===== config.mk =====
export PLATFORM = sky130hd
export DESIGN_NAME = led_status_sel
export DESIGN_NICKNAME = d
export VERILOG_FILES = /design/src/rtl/led_sel_pkg.sv /design/src/rtl/led_ctrl_reg.sv /design/src/rtl/led_src_mux.sv /design/src/rtl/led_pin_drv.sv /design/src/rtl/led_status_sel.sv
export SDC_FILE = /design/constraint.sdc
export NUM_CORES = 1
export LEC_CHECK = 0
export BUFFER_PORTS_ARGS = -buffer_cell sky130_fd_sc_hd__buf_2
export CORE_AREA = 3 3 40 42
export CTS_BUF_LIST = sky130_fd_sc_hd__clkbuf_8
export CTS_CLUSTER_SIZE = 28
export DETAILED_ROUTE_END_ITERATION = 8
export DIE_AREA = 0 0 43 45
export PLACE_DENSITY = 0.66
export SYNTH_ARGS = -nofsm -noshare
export SYNTH_HDL_FRONTEND = slang
export SYNTH_SLANG_ARGS = --single-unit

===== constraint.sdc =====
create_clock -name clk -period 1.4 [get_ports clk]
set_input_delay 0.21 -clock clk [delete_from_list [all_inputs] [get_ports clk]]
set_output_delay 0.21 -clock clk [all_outputs]
set_load 0.1 [all_outputs]

===== src/rtl/led_sel_pkg.sv =====
package led_sel_pkg;
  localparam int REG_W   = 8;
  localparam int CTRL_W  = 6;
  localparam int NUM_SRC = 4;
  localparam int B_FAST  = 0;
  localparam int B_MII   = 1;
  localparam int B_WAKE  = 2;
  localparam int B_FDX   = 3;
  localparam int B_XCVR  = 4;
  localparam int B_POL   = 5;

  typedef enum logic [1:0] {
    PORT_TP   = 2'b00,
    PORT_AUI  = 2'b01,
    PORT_MII  = 2'b10,
    PORT_NONE = 2'b11
  } port_e;
endpackage


===== src/rtl/led_ctrl_reg.sv =====
module led_ctrl_reg #(
  parameter int REG_W  = 8,
  parameter int CTRL_W = 6
) (
  input  logic              clk,
  input  logic              rst_n,
  input  logic              soft_rst,
  input  logic              stop,
  input  logic              wr_en,
  input  logic [REG_W-1:0]  wr_data,
  output logic [CTRL_W-1:0] ctrl_q
);
  logic [CTRL_W-1:0] ctrl_d;
  logic              unused_hi;

  assign unused_hi = ^wr_data[REG_W-1:CTRL_W];

  always_comb begin
    ctrl_d = ctrl_q;
    if (wr_en) ctrl_d = wr_data[CTRL_W-1:0];
  end

  always_ff @(posedge clk or negedge rst_n) begin
    if (!rst_n)     ctrl_q <= '0;
    else if (wr_en) ctrl_q <= ctrl_d;
  end


  soft_keep_chk: assert property (@(posedge clk) disable iff (!rst_n)
    ((soft_rst || stop) && !wr_en) |=> $stable(ctrl_q));


  wr_load_chk: assert property (@(posedge clk) disable iff (!rst_n)
    wr_en |=> (ctrl_q == $past(wr_data[CTRL_W-1:0])));
endmodule


===== src/rtl/led_src_mux.sv =====
module led_src_mux
  import led_sel_pkg::*;
#(
  parameter int N_SRC = 4
) (
  input  logic [N_SRC-1:0] src_en,
  input  logic             fast_mode,
  input  logic             msm_sel_mii,
  input  logic             auto_sel_en,
  input  logic [1:0]       man_port_sel,
  input  logic [1:0]       act_port,
  input  logic             link_pass,
  input  logic             fdx_en,
  input  logic             aui_fdx,
  input  logic             wake_mode,
  input  logic             wake_det,
  output logic [N_SRC-1:0] src_hit,
  output logic             composite
);
  logic [N_SRC-1:0] cond;
  logic             mii_sel;
  logic             fdx_cond;

  assign mii_sel = msm_sel_mii ||
                   (!auto_sel_en && (port_e'(man_port_sel) == PORT_MII));

  always_comb begin
    case (port_e'(act_port))
      PORT_TP:  fdx_cond = link_pass && fdx_en;
      PORT_AUI: fdx_cond = fdx_en && aui_fdx;
      PORT_MII: fdx_cond = fdx_en;
      default:  fdx_cond = 1'b0;
    endcase
  end

  always_comb begin
    cond         = '0;
    cond[B_FAST] = fast_mode;
    cond[B_MII]  = mii_sel;
    cond[B_WAKE] = wake_mode && wake_det;
    cond[B_FDX]  = fdx_cond;
  end

  for (genvar i = 0; i < N_SRC; i++) begin : g_src
    assign src_hit[i] = src_en[i] & cond[i];
  end

  assign composite = |src_hit;
endmodule


===== src/rtl/led_pin_drv.sv =====
module led_pin_drv
  import led_sel_pkg::*;
(
  input  logic       composite,
  input  logic       pol,
  input  logic       xcvr_ctl,
  input  logic [1:0] act_port,
  output logic       led_out,
  output logic       xcvr_led
);
  logic xcvr_on;

  assign xcvr_on  = (port_e'(act_port) == PORT_AUI) && xcvr_ctl;
  assign led_out  = composite ^ pol;
  assign xcvr_led = xcvr_on ^ pol;
endmodule


===== src/rtl/led_status_sel.sv =====
module led_status_sel
  import led_sel_pkg::*;
(
  input  logic             clk,
  input  logic             rst_n,
  input  logic             soft_rst,
  input  logic             stop,
  input  logic             wr_en,
  input  logic [REG_W-1:0] wr_data,
  output logic [REG_W-1:0] rd_data,
  input  logic             fast_mode,
  input  logic             msm_sel_mii,
  input  logic             auto_sel_en,
  input  logic [1:0]       man_port_sel,
  input  logic [1:0]       act_port,
  input  logic             link_pass,
  input  logic             fdx_en,
  input  logic             aui_fdx,
  input  logic             wake_mode,
  input  logic             wake_det,
  output logic             led_out,
  output logic             xcvr_led
);
  localparam int PAD_W = REG_W - CTRL_W - 1;

  logic [1:0]         rst_sync;
  logic               rst_int_n;
  logic [CTRL_W-1:0]  ctrl_q;
  logic [NUM_SRC-1:0] src_hit;
  logic               composite;

  always_ff @(posedge clk or negedge rst_n) begin
    if (!rst_n) rst_sync <= 2'b00;
    else        rst_sync <= {rst_sync[0], 1'b1};
  end
  assign rst_int_n = rst_sync[1];

  led_ctrl_reg #(.REG_W(REG_W), .CTRL_W(CTRL_W)) u_reg (
    .clk(clk), .rst_n(rst_int_n), .soft_rst(soft_rst), .stop(stop),
    .wr_en(wr_en), .wr_data(wr_data), .ctrl_q(ctrl_q)
  );

  led_src_mux #(.N_SRC(NUM_SRC)) u_src (
    .src_en(ctrl_q[NUM_SRC-1:0]), .fast_mode(fast_mode),
    .msm_sel_mii(msm_sel_mii), .auto_sel_en(auto_sel_en),
    .man_port_sel(man_port_sel), .act_port(act_port),
    .link_pass(link_pass), .fdx_en(fdx_en), .aui_fdx(aui_fdx),
    .wake_mode(wake_mode), .wake_det(wake_det),
    .src_hit(src_hit), .composite(composite)
  );

  led_pin_drv u_pin (
    .composite(composite), .pol(ctrl_q[B_POL]), .xcvr_ctl(ctrl_q[B_XCVR]),
    .act_port(act_port), .led_out(led_out), .xcvr_led(xcvr_led)
  );

  assign rd_data = {composite, {PAD_W{1'b0}}, ctrl_q};


  xcvr_idle_chk: assert property (@(posedge clk) disable iff (!rst_int_n)
    (act_port != 2'(PORT_AUI)) |-> (xcvr_led == ctrl_q[B_POL]));


  led_quiet_chk: assert property (@(posedge clk) disable iff (!rst_int_n)
    (ctrl_q[NUM_SRC-1:0] == '0) |-> (led_out == ctrl_q[B_POL]));


  fdx_tp_chk: assert property (@(posedge clk) disable iff (!rst_int_n)
    (act_port == 2'(PORT_TP) && !link_pass && !fast_mode &&
     (ctrl_q[NUM_SRC-1:0] == (NUM_SRC'(1) << B_FDX))) |-> !rd_data[REG_W-1]);


  rst_clear_chk: assert property (@(posedge clk)
    (!rst_int_n) |-> (ctrl_q == '0));
endmodule


==> results.toml <==
[die]
die_w_um = 43
die_y_um = 45
pin_count = 35
dieArea_um2 = 1940
start_util = 0.312
row_count = 13
core_area_um2 = 1280

[global_route]
gr-usage-all-layers = 0.102
antenna_found_initial = 0
grt_pass1_vias = 388
grt_max_degree = 7
overflow = 0
grt_pass1_wl_um = 1480

[run_status]
status = "finished with violations"
violations = "setup timing"

[timing]
hold_slack_ns = 0.0872
period_share = 1.27
grt_setup_unrepaired = "true"
max_freq_mhz = 563
slew_viol_final = 0
period_needed_ns = 1.78
finalHoldViolCount = 0
setup_viol = 2
setup_tns_ns = -0.707
fin_skew_ns = 0.000714
finalWorstSetupSlack_ns = -0.376

[placement]
gp_congestion = 0.629
dp_cells = 74
dp_hpwl_um = 777
numPortBuffers = 29

[job]
max_cap_viol_count = 0

[clocking]
cts_root_buffer = "clkbuf_8"
cts.clk_slew.worst_paths_ns = 0.04
cts_buffers = 3
cts_tree = "done"
insertion_delay_ns = 0.22
clock_sinks = 8
htreeDepth = 1
cts_max_path_buffers = 2

[worst_setup_path]
critPathArrivalTime_ns = 1.57
criticalPathCategory = "flip-flop to output pin"
crit_end = "led_out"
rrSetupSlack_ns = 0.41
r2r_cells = 2
required_ns = 1.19
startpoint_type = "flip-flop"
crit_path_end_kind = "output pin"
startpoint = "u_reg.ctrl_q[1]"
r2r_end = "u_reg.ctrl_q[0]"
critical_path.max_fanout = 3
rr_startpoint = "u_reg.ctrl_q[0]"

[final_layout]
stdcell_count = 80
postLayoutCoreUtil = 0.596
nets = 92
diodes = 0
syn_to_final_growth_pct = 91.2
drive_gt1_frac = 0.815
nFillCells = 107

[logic_synthesis]
synth_seq_cells = 8
netlist_instances = 32
synthesis.nets = 57
yosys_warnings = 0
syn-cell-area_um2 = 400
ys_types = 15
ys_seq_area_frac = 0.500
avgSynthCellArea_um2 = 12.5

[routing]
drc = 0
wire_per_inst_um = 11.4
routed_wl_um = 912
first_iter_violations = 1
vias = 356
viasPerCell = 4.45
ant_nets = 0
firstDrtPassIters = 2

[power]
static-leakage-power_nw = 0.360
vdd.ir_drop.worst_mv = 0.724
p_per_area_nw_per_um2 = 1390

[min_path]
hold_class = "flip-flop to async pin"
==> kinds of logic after synthesis <==
logic type / count (synthesis) / share of synthesized area
AND/OR/NAND/NOR: 6 / 0.106
XOR/XNOR: 2 / 0.0438
AO/OA/AOI/OAI: 3 / 0.0750
flip-flops: 8 / 0.500
multiplexers: 6 / 0.169
other: 2 / 0.0188
buffers and inverters: 5 / 0.0875
==> critical path, cell delays in order (launching register included) <==
cell	delay (ns)
dfrtp_4	0.48
a22oi_2	0.17
nand3_1	0.11
a31o_4	0.24
xor2_4	0.15
buf_12	0.19
==> routing by layer <==
layer	wire length, um	part of all wire	track usage
met1	295	0.32	0.0930
met5	0	0	0
met3	61	0.067	0.0319
met4	0	0	0.0542
met2	555	0.61	0.201
==> worst min-delay path by stage <==
stage | start | end
final | rst_sync[1] | u_reg.ctrl_q[0]
after global routing | rst_sync[1] | u_reg.ctrl_q[0]
after CTS | rst_sync[1] | u_reg.ctrl_q[1]
after detailed placement | rst_n | rst_sync[0]
after global placement | rst_n | rst_sync[0]
after floorplan | rst_n | rst_sync[0]
==> final cells by class <==
cell class	count	area, um^2	share of cell area
clock buffers	3	41.3	0.0539
multi-input cells	19	211	0.276
flip-flops and latches	8	211	0.276
well taps	15	18.8	0.0245
repair buffers	35	283	0.369
==> Yosys cell counts, drive strengths merged <==
cell type | number | share of area
o2bb2ai | 1 | 0.022
nand3 | 2 | 0.025
buf | 5 | 0.087
conb | 2 | 0.019
dfrtp | 8 | 0.50
nand4bb | 1 | 0.028
nand2 | 1 | 0.0094
a22oi | 1 | 0.031
nor2b | 1 | 0.034
xnor2 | 1 | 0.022
mux2 | 6 | 0.17
xor2 | 1 | 0.022
nor2 | 1 | 0.0094
a31o | 1 | 0.022
==> power breakdown <==
group	internal, mW	switching (mW)	total [mW]
logic	0.188	0.326	0.514
clock network	0.185	0.0805	0.266
registers	0.258	0.0275	0.286
total	0.632	0.434	1.07
==> metrics by stage <==
stage	setup WS, ns	instance area [um^2]	power, mW
after floorplan	-0.526	469	0.649
after global placement	-0.121	683	0.773
after detailed placement	-0.157	683	0.777
after CTS	-0.384	766	1.08
after global routing	-0.429	766	1.10
final	-0.376	766	1.07
==> timing repair <==
action	4_1_cts	5_1_grt
resized for setup	5	0
pin swaps	1	0
endpoints found under the setup margin	3	2
buffers inserted	2	0
hold buffers	1	0
hold endpoints to repair	2	0
==> flip-flops by register name, indices dropped and copies added, names as in the netlist <==
register and cells:
rst_sync 2, u_reg.ctrl_q 6
==> layout by cell type, fill, tap and decap left out <==
cell / synthesis / layout
conb_1: 2 / 2
a31o_4: 0 / 1
nor2_1: 1 / 1
nand2_1: 1 / 1
xnor2_4: 0 / 1
nand4bb_1: 1 / 1
buf_4: 4 / 5
dlygate4sd3_1: 0 / 1
dfrtp_2: 0 / 3
dfrtp_1: 8 / 3
clkbuf_8: 0 / 3
o2bb2ai_1: 1 / 1
xor2_4: 0 / 1
buf_12: 0 / 6
nand3_1: 2 / 2
a22oi_2: 1 / 1
nor2b_4: 1 / 1
mux2_2: 6 / 6
dfrtp_4: 0 / 2
buf_2: 1 / 23
(Power assumes the default switching activity.)
